$ cat src/rtl/flash_eac_pkg.sv
package flash_eac_pkg;
  localparam int NUM_CLS = 4;
  typedef enum logic [1:0] {
    CLS_DED = 2'd0,
    CLS_RWW = 2'd1,
    CLS_PEF = 2'd2,
    CLS_SEC = 2'd3
  } cls_e;
  localparam int DW_OFS = 3;
endpackage

$ cat src/rtl/eac_lane_merge.sv
module eac_lane_merge #(
  parameter int PAGE_W = 19,
  parameter int LANES  = 2,
  localparam int LANE_W = (LANES > 1) ? $clog2(LANES) : 1,
  localparam int OUT_W  = PAGE_W + LANE_W
) (
  input  logic [LANES-1:0]  lane_i,
  input  logic [PAGE_W-1:0] page_i,
  output logic              hit_o,
  output logic [OUT_W-1:0]  dw_o
);
  logic [LANE_W-1:0] low_idx;

  // lowest hitting lane wins, so simultaneous hits give index 0
  always_comb begin
    low_idx = '0;
    for (int i = LANES - 1; i >= 0; i--) begin
      if (lane_i[i]) low_idx = LANE_W'(i);
    end
  end

  assign hit_o = |lane_i;
  assign dw_o  = {page_i, low_idx};
endmodule

$ cat src/rtl/eac_slot.sv
module eac_slot #(
  parameter int W = 20
) (
  input  logic         clk,
  input  logic         rst_n,
  input  logic         hit_i,
  input  logic [W-1:0] addr_i,
  input  logic         clr_i,
  output logic         flag_o,
  output logic [W-1:0] addr_o
);
  logic         flag_q, flag_d;
  logic [W-1:0] addr_q, addr_d;
  logic         load_en;

  assign load_en = hit_i && (clr_i || !flag_q);

  always_comb begin
    flag_d = flag_q;
    if (clr_i)      flag_d = hit_i;
    else if (hit_i) flag_d = 1'b1;
  end

  always_comb begin
    addr_d = addr_q;
    if (load_en) addr_d = addr_i;
  end

  always_ff @(posedge clk or negedge rst_n) begin
    if (!rst_n) begin
      flag_q <= 1'b0;
      addr_q <= '0;
    end else begin
      flag_q <= flag_d;
      addr_q <= addr_d;
    end
  end

  assign flag_o = flag_q;
  assign addr_o = addr_q;

  p_first_kept_r2: assert property (@(posedge clk) disable iff (!rst_n)
    (flag_q && !clr_i) |=> ($stable(addr_q) && flag_q));
  p_clear_r7: assert property (@(posedge clk) disable iff (!rst_n)
    (clr_i && !hit_i) |=> !flag_q);
  p_recapture_r8: assert property (@(posedge clk) disable iff (!rst_n)
    (clr_i && hit_i) |=> (flag_q && addr_q == $past(addr_i)));
endmodule

$ cat src/rtl/eac_read_sel.sv
module eac_read_sel #(
  parameter int W = 20,
  parameter int N = 4
) (
  input  logic              clk,
  input  logic              rst_n,
  input  logic [N-1:0]      act_i,
  input  logic [N-1:0][W-1:0] slot_i,
  output logic [W-1:0]      addr_o
);
  logic [W-1:0] sel;
  logic         any_act;
  logic [W-1:0] last_q, last_d;

  // index 0 is the most urgent class
  always_comb begin
    sel = '0;
    for (int i = N - 1; i >= 0; i--) begin
      if (act_i[i]) sel = slot_i[i];
    end
  end

  assign any_act = |act_i;

  always_comb begin
    last_d = last_q;
    if (any_act) last_d = sel;
  end

  always_ff @(posedge clk or negedge rst_n) begin
    if (!rst_n) last_q <= '0;
    else        last_q <= last_d;
  end

  assign addr_o = any_act ? sel : last_q;

  p_idle_hold_r10: assert property (@(posedge clk) disable iff (!rst_n)
    (!any_act && !$past(any_act) && !(|act_i)) |-> $stable(addr_o));
endmodule

$ cat src/rtl/flash_err_addr_cap.sv
module flash_err_addr_cap
  import flash_eac_pkg::*;
#(
  parameter int ADDR_W = 23,
  parameter int LANES  = 2,
  localparam int DW_W   = ADDR_W - DW_OFS,
  localparam int LANE_W = (LANES > 1) ? $clog2(LANES) : 1,
  localparam int PAGE_W = DW_W - LANE_W
) (
  input  logic              clk,
  input  logic              rst_n,
  input  logic [LANES-1:0]  ded_lane_i,
  input  logic [PAGE_W-1:0] ded_page_i,
  input  logic              rww_evt_i,
  input  logic [DW_W-1:0]   rww_dw_i,
  input  logic              pe_fail_i,
  input  logic [DW_W-1:0]   pe_dw_i,
  input  logic [LANES-1:0]  sec_lane_i,
  input  logic [PAGE_W-1:0] sec_page_i,
  input  logic              sec_report_en_i,
  input  logic [NUM_CLS-1:0] flag_clr_i,
  output logic              ded_flag_o,
  output logic              rww_flag_o,
  output logic              pe_good_o,
  output logic              sec_flag_o,
  output logic [ADDR_W-1:0] err_addr_o
);
  logic [NUM_CLS-1:0]           hit;
  logic [NUM_CLS-1:0][DW_W-1:0] ev_dw;
  logic [NUM_CLS-1:0]           act;
  logic [NUM_CLS-1:0][DW_W-1:0] slot_dw;
  logic [DW_W-1:0]              rd_dw;
  logic                         sec_raw;

  eac_lane_merge #(.PAGE_W(PAGE_W), .LANES(LANES)) u_ded_merge (
    .lane_i (ded_lane_i),
    .page_i (ded_page_i),
    .hit_o  (hit[CLS_DED]),
    .dw_o   (ev_dw[CLS_DED])
  );

  eac_lane_merge #(.PAGE_W(PAGE_W), .LANES(LANES)) u_sec_merge (
    .lane_i (sec_lane_i),
    .page_i (sec_page_i),
    .hit_o  (sec_raw),
    .dw_o   (ev_dw[CLS_SEC])
  );

  assign hit[CLS_SEC]   = sec_raw && sec_report_en_i;
  assign hit[CLS_RWW]   = rww_evt_i;
  assign ev_dw[CLS_RWW] = rww_dw_i;
  assign hit[CLS_PEF]   = pe_fail_i;
  assign ev_dw[CLS_PEF] = pe_dw_i;

  for (genvar g = 0; g < NUM_CLS; g++) begin : g_slot
    eac_slot #(.W(DW_W)) u_slot (
      .clk    (clk),
      .rst_n  (rst_n),
      .hit_i  (hit[g]),
      .addr_i (ev_dw[g]),
      .clr_i  (flag_clr_i[g]),
      .flag_o (act[g]),
      .addr_o (slot_dw[g])
    );
  end

  eac_read_sel #(.W(DW_W), .N(NUM_CLS)) u_sel (
    .clk    (clk),
    .rst_n  (rst_n),
    .act_i  (act),
    .slot_i (slot_dw),
    .addr_o (rd_dw)
  );

  assign err_addr_o = {rd_dw, {DW_OFS{1'b0}}};
  assign ded_flag_o = act[CLS_DED];
  assign rww_flag_o = act[CLS_RWW];
  assign pe_good_o  = !act[CLS_PEF];
  assign sec_flag_o = act[CLS_SEC];

  p_aligned_r4: assert property (@(posedge clk) disable iff (!rst_n)
    err_addr_o[DW_OFS-1:0] == '0);
  p_ded_first_r1: assert property (@(posedge clk) disable iff (!rst_n)
    ded_flag_o |-> (err_addr_o[ADDR_W-1:DW_OFS] == slot_dw[CLS_DED]));
  p_sec_gated_r9: assert property (@(posedge clk) disable iff (!rst_n)
    (!sec_report_en_i && !sec_flag_o && !flag_clr_i[CLS_SEC]) |=> !sec_flag_o);
  p_pe_flag_r6: assert property (@(posedge clk) disable iff (!rst_n)
    pe_fail_i |=> !pe_good_o);
endmodule

$ cat config.mk
export PLATFORM = sky130hd
export DESIGN_NAME = flash_err_addr_cap
export DESIGN_NICKNAME = d
export VERILOG_FILES = /design/src/rtl/flash_eac_pkg.sv /design/src/rtl/eac_lane_merge.sv /design/src/rtl/eac_slot.sv /design/src/rtl/eac_read_sel.sv /design/src/rtl/flash_err_addr_cap.sv
export SDC_FILE = /design/constraint.sdc
export NUM_CORES = 1
export LEC_CHECK = 0
export ABC_AREA = 1
export BUFFER_PORTS_ARGS = -buffer_cell sky130_fd_sc_hd__buf_4
export CAP_MARGIN = 20
export CORE_MARGIN = 2
export CORE_UTILIZATION = 50
export CTS_CLUSTER_SIZE = 8
export DETAILED_ROUTE_END_ITERATION = 6
export PLACE_DENSITY_LB_ADDON = 0.3
export SLEW_MARGIN = 0
export SYNTH_ARGS = -nofsm -noshare
export SYNTH_HDL_FRONTEND = slang
export SYNTH_SLANG_ARGS = --single-unit
export TNS_END_PERCENT = 30
$ cat constraint.sdc
create_clock -name clk -period 3.1 [get_ports clk]
set_clock_uncertainty 0.1 [all_clocks]
set_input_delay 0.155 -clock clk [delete_from_list [all_inputs] [get_ports clk]]
set_output_delay 0.155 -clock clk [all_outputs]
set_load 0.02 [all_outputs]
==> out/results.ini, run 1 <==
[logic_synthesis]
synth_compound_area_share_pct=5.03
synth_xor_area_share_pct=0
ys_seq_elements=104
syn_inst=567
synth_largest_area_cell=dfrtp_1
yosys.area_share.adder_pct=0
syn_avg_cell_area_um2=8.15
yosys_warnings=0
synth_top_family_by_area=simple AND/OR/NAND/NOR gates
synth_cell_type_count=19
seq_area_frac_synth_pct=56.3
synth_top_cells_by_area=dfrtp_1 56%, nand2_1 18%, nand3_1 11%
synth_simple_gate_area_share_pct=31.3
synth_top_area_share_pct=56.3
yosys-mux-area-fraction_pct=0
syn_area_um2=4620

[clocking]
htree_levels=3
cts_resized=0
clock_path_buffers=2
cts_made_buffers=9
hold_buffers=90
cts-root-buf=clkbuf_8
postCtsSetupRepairBufs=0
clk_latency_ps=360
clkSinkCount=104
clk_pin_slew_ps=100
cts_tree=yes

[floorplan]
die_height_um=100
rows=35
start_util_pct=50.8
die_w_um=100
fp.coreArea_um2=9110
die-area_um2=10000
design.portCount=118

[critical_path]
worstReg2RegStart=g_slot[2].u_slot.flag_o
regToRegSetupSlack_ps=330
critPathLaunchType=flop
cpPeakStageDelay_ps=630
critPathCapture=g_slot[2].u_slot.addr_o[6]
crit_family=simple AND/OR/NAND/NOR gates
crit_required_ps=3250
cp.arrival_ps=2910
r2r_cells=5
setup.worst_path.start=g_slot[2].u_slot.flag_o
path_depth=5
crit_slowest_cell=dfrtp_1
worstReg2RegEnd=g_slot[2].u_slot.addr_o[6]
critPathBufInv=1
path_common_cell=nand2_1
crit_chain=inv_2, or2_1, nand2_1, nand2_1, nand2_1
criticalPathCategory=reg2reg
end_kind=flop
crit_fanout=22

[placement]
place_area_um2=5490
port_buffers=114
gp_congestion=0.845
hpwl_um=8570

[outcome]
outcome=finished, final reports clean

[sta]
tightest_slew_ps=744
setup_viol=0
final-max-slew-violation-count=0
hold_violations=0
rsz0062_at_grt=no
max_freq_mhz=362
period_needed_ps=2770
slew_headroom_pct=50.4
period_share_pct=89.2
fin_setup_tns_ps=0

[detailed_routing]
ant_nets=0
wl_per_cell_um=14.8
first_pass_iters=5
finalWirelength_um=12900
vias_per_cell=5.13
num_vias=4477
drc=0
first_iter_violations=242

[job]
maxCapViolCount=0

[global_routing]
grt_pass1_vias=4438
grt_max_degree=41
antenna_found_initial=0
overflow=0
grt_pass1_wl_um=20800
grt_use_total_pct=26.6

[final_layout]
nNetsFinal=847
fin_area_um2=6600
final_util_pct=72.4
layout-drive-gt1-share_pct=19.2
syn_to_final_growth_pct=42.7
n_antenna_cell=0

[power]
powerDensity_nw_per_um2=493
ir_drop_uv=246
leakage_nw=3.41

[worst_hold_path]
holdCritPathClass=in2reg

-- power by group --
part	internal (mW)	leakage, nW	switching, mW
sequential	1.54	1.24	0.101
clock	0.406	0.104	0.482
combinational	0.327	2.07	0.395
total	2.27	3.41	0.977
-- cells in the mapped netlist --
master / instances
nand2_1: 221
dfrtp_1: 104
nand3_1: 99
a21oi_1: 44
inv_1: 26
nor2_1: 25
buf_2: 23
buf_4: 6
clkbuf_1: 4
buf_6: 3
buf_1: 2
inv_2: 2
nor2_4: 2
conb_1: 1
inv_4: 1
inv_6: 1
o21a_1: 1
o21ai_0: 1
or2_1: 1
-- metal layers --
layer,part of all wire (%),GRT usage [%]
met3,5.8,3.97
met4,2.0,8.22
met1,42,34.4
met2,50,46.4
met5,0,0
-- placed cells by master (no fill, tap or decap), types with 2 or more instances in the layout --
master         count
nand2_1          221
a21oi_1           44
dlygate4sd3_1     90
nor2_1            25
dfrtp_1          104
clkbuf_8          10
nor2_4             2
inv_2              2
buf_4            123
inv_6              4
nand3_1           99
inv_1             26
conb_1             3
-- worst min-delay path by stage --
stage	startpoint	to	slack, ps	cells after the start
floorplan	rst_n	g_slot[0].u_slot.addr_o[0]	-240	0
global placement	rst_n	g_slot[2].u_slot.addr_o[10]	40	1
detailed placement	rst_n	g_slot[2].u_slot.addr_o[10]	50	1
CTS	pe_fail_i	g_slot[2].u_slot.flag_o	30	3
global route	pe_fail_i	g_slot[2].u_slot.flag_o	40	3
finish	pe_fail_i	g_slot[2].u_slot.flag_o	40	3
-- state kept, by name, indices dropped and copies added (netlist names) --
signal / cells
u_sel.last_q: 20
g_slot.u_slot.addr_o: 80
g_slot.u_slot.flag_o: 4
-- through the flow --
stage | setup slack (ps) | hold WS (ps) | total power, mW | cells
floorplan | 1570 | -241 | 2.01 | 569
global placement | 610 | 39.5 | 2.26 | 765
detailed placement | 444 | 49.1 | 2.29 | 766
CTS | 419 | 26.9 | 3.25 | 872
global route | 120 | 37.5 | 3.40 | 872
finish | 334 | 40.3 | 3.25 | 872
-- worst min-delay path, delay by kind of cell --
kind	cells	cell delay, ps
buf+inv	2	260
simple gates	1	50
-- layout make-up --
type                       instances  area [µm²]
sequential                       104        2600
fill                             714        2510
timing repair buffer             214        1840
multi-input combinational        397        1690
tap                              111         139
clock buffer                      10         138
inverter                          30         120
clock inverter                     6        72.6
-- kinds of logic after synthesis --
| logic type | Yosys count |
|---|---|
| simple gates | 348 |
| flops | 104 |
| buf+inv | 68 |
| compound gates | 46 |
| other cells | 1 |
(Power assumes the default switching activity.)
==> run 2, diff against run 1 <==
--- a/config.mk
+++ b/config.mk
@@ -5,7 +5,6 @@
 export SDC_FILE = /design/constraint.sdc
 export NUM_CORES = 1
 export LEC_CHECK = 0
-export ABC_AREA = 1
 export BUFFER_PORTS_ARGS = -buffer_cell sky130_fd_sc_hd__buf_4
 export CAP_MARGIN = 20
 export CORE_MARGIN = 2
@@ -13,6 +12,7 @@
 export CTS_CLUSTER_SIZE = 8
 export DETAILED_ROUTE_END_ITERATION = 6
 export PLACE_DENSITY_LB_ADDON = 0.3
+export RECOVER_POWER = 100
 export SLEW_MARGIN = 0
 export SYNTH_ARGS = -nofsm -noshare
 export SYNTH_HDL_FRONTEND = slang
==> run 2 against run 1 <==
Compared with the run above:
- largest power group unchanged
- sequential share of layout area is 0.62 points higher
- critical path type is now reg2out
- critical path depth is 1 lower
- first-iteration DRC count is 25% lower
- area after synthesis is 0.76% lower
- die area is 0.73% lower
- total power is 1.6% higher
- sequential power is 3% higher
- non-clock buffer count is 4 lower
- fmax is 0.79% higher
==> out/results.ini, run 2 <==
[final_layout]
syn_to_final_growth_pct=41.6
final_util_pct=73.8
fin_area_um2=6500
nNetsFinal=642
multi_input_area_um2=1800
layout-drive-gt1-share_pct=30.9
layout_common_cells=104 x dfrtp_1, 93 x buf_4, 89 x dlygate4sd3_1, 57 x mux2_2, 26 x clkbuf_1
final_common_cell=dfrtp_1
regArea_um2=2600
largest_register_ffs=80
nFillCells=619

[sta]
slew_headroom_pct=16.1
max_freq_mhz=364
rsz0062_at_grt=no
setup_viol=0
hold_violations=0
tightest_slew_ps=1260
final-max-slew-violation-count=0
worst_slack_ps=356
period_share_pct=88.5
fin_setup_tns_ps=0
period_needed_ps=2740

[floorplan]
rows=34
start_util_pct=52.1
die_height_um=99.8
die_w_um=99.8
fp.coreArea_um2=8810
design.portCount=118
die-area_um2=9960

[logic_synthesis]
synth_edf_count=0
synth_common_cells=104 x dfrtp_1, 58 x mux2_2, 21 x nand2_1
seq_area_frac_synth_pct=56.7
syn_inst=354
synth_top_area_share_pct=56.7
yosys.cell_count.top_type=dfrtp_1
syn_area_um2=4590
synth_top_cells_by_area=dfrtp_1 57%, mux2_2 14%, mux2_4 3.3%
ys_seq_elements=104
synth_largest_area_cell=dfrtp_1
async_reset_ff_share_pct=100
synth-main-ff-cell=dfrtp_1
syn_avg_cell_area_um2=13.0
yosys_warnings=0
synth_cell_type_count=29

[power]
p_comb_share_pct=19.9
powerDensity_nw_per_um2=509
p_clk_share_pct=29.1
ir_drop_uv=324
p_int_mw=2.44
leakage_nw=2.90
p_sw_share_pct=26.0
pwr-share-seq_pct=51.0
switching_power_mw=0.860

[clocking]
clock_path_buffers=2
postCtsSetupRepairBufs=0
clk_pin_slew_ps=90
cts_tree=yes
clk_latency_ps=360
cts-root-buf=clkbuf_8
cts_made_buffers=9
htree_levels=3
clkSinkCount=104

[global_routing]
grt_pass1_vias=3593
grt_pass1_wl_um=18700
grt_use_total_pct=24.5
overflow=0
antenna_found_initial=0
grt_max_degree=56

[job]
maxCapViolCount=0

[placement]
dp_slack_ps=909
port_buffers=114
place_area_um2=5510
gp_congestion=0.837
hpwl_um=7810

[critical_path]
crit_chain=nor3b_4, a211oi_1, o21ai_0, clkbuf_1
crit_required_ps=2840
crit_fanout=21
crit_slowest_cell=nor3b_4
critPathBufInv=1
critPathLaunchType=flop
criticalPathCategory=reg2out
cp.arrival_ps=2490
crit_family=simple AND/OR/NAND/NOR gates
cpPeakStageDelay_ps=720
end_kind=primary output

[detailed_routing]
first_pass_iters=4
num_vias=3496
vias_per_cell=5.27
first_iter_violations=181
finalWirelength_um=11900
wl_per_cell_um=18.0
ant_nets=0
drc=0

[outcome]
outcome=finished, final reports clean

[worst_hold_path]
holdCritPathClass=in2reg

## run 2: cell count changes after synthesis, sizes merged, moves of 6 or more
cell	previous run	this run
nand2	221	21
nand3	99	0
mux2	0	78
a21oi	44	11
inv	30	4
nor2	27	4
nor2b	0	18
a211oi	0	17
a21o	0	17
and3b	0	17
buf	34	17
o21ai	1	18
nand2b	0	6
## run 2: final timing paths
kind	start	to	slack [ps]	depth (start not counted)
setup / recovery	g_slot[2].u_slot.flag_o	err_addr_o[18]	360	4
hold / removal	sec_lane_i[1]	g_slot[3].u_slot.flag_o	20	3
setup reg to reg	g_slot[3].u_slot.flag_o	g_slot[3].u_slot.addr_o[1]	810	4
hold reg to reg	g_slot[0].u_slot.addr_o[16]	g_slot[0].u_slot.addr_o[16]	390	1
max in group asynchronous	rst_n	g_slot[1].u_slot.addr_o[0]	1510	3
min in group asynchronous	rst_n	g_slot[3].u_slot.addr_o[2]	500	2
## run 2: worst reg2reg max path: cells and delay by family (launching register included)
family | cells | cell delay [ps]
buf+inv | 1 | 860
flops | 1 | 500
mux | 1 | 440
simple gates | 2 | 280
## run 2: stage by stage
step           power [mW]  std cells  hold slack, ps
2_1_floorplan        2.04        356            -241
3_3_place_gp         2.31        559             122
3_5_place_dp         2.33        559             129
4_1_cts              3.37        662            8.67
5_1_grt              3.44        662            53.8
6_report             3.30        663            19.2
## run 2: cells by family after synthesis
| family | after synthesis | share of synthesized area (%) |
|---|---|---|
| AO/OA/AOI/OAI | 69 | 9.82 |
| buffers and inverters | 30 | 3.60 |
| flip-flops | 104 | 56.7 |
| multiplexers | 78 | 20.0 |
| other | 1 | 0.0817 |
| AND/OR/NAND/NOR | 72 | 9.82 |
## run 2: final cells by class
cell class | count | share of cell area [%]
Multi-Input combinational cell | 222 | 27.8
Timing Repair Buffer | 210 | 26.4
Tap cell | 108 | 2.08
Sequential cell | 104 | 40.1
Clock buffer | 10 | 1.96
Antenna cell | 1 | 0.0385
Inverter | 4 | 0.231
Clock inverter | 4 | 1.46
## run 2: repair_timing
action,in CTS,in global routing
hold buffers,89,0
gates resized for setup,0,0
endpoints found under the hold margin,133,0
endpoints found under the setup margin,0,0
## run 2: power by group through the flow
stage               registers, mW  logic (mW)  clock network [mW]
floorplan                    1.66       0.383                   0
finish                       1.69       0.658               0.960
global route                 1.71       0.712                1.02
CTS                          1.68       0.716               0.968
global placement             1.70       0.606                   0
detailed placement           1.71       0.621                   0
## run 2: per-layer routing
| metal | up-vias | track usage, % | wire, µm |
|---|---|---|---|
| li1 | 1643 | - | - |
| met1 | 1735 | 33.5 | 5310 |
| met2 | 101 | 40.3 | 5790 |
| met3 | 17 | 4.39 | 601 |
| met4 | 0 | 7.59 | 205 |
| met5 | - | 0 | 0 |
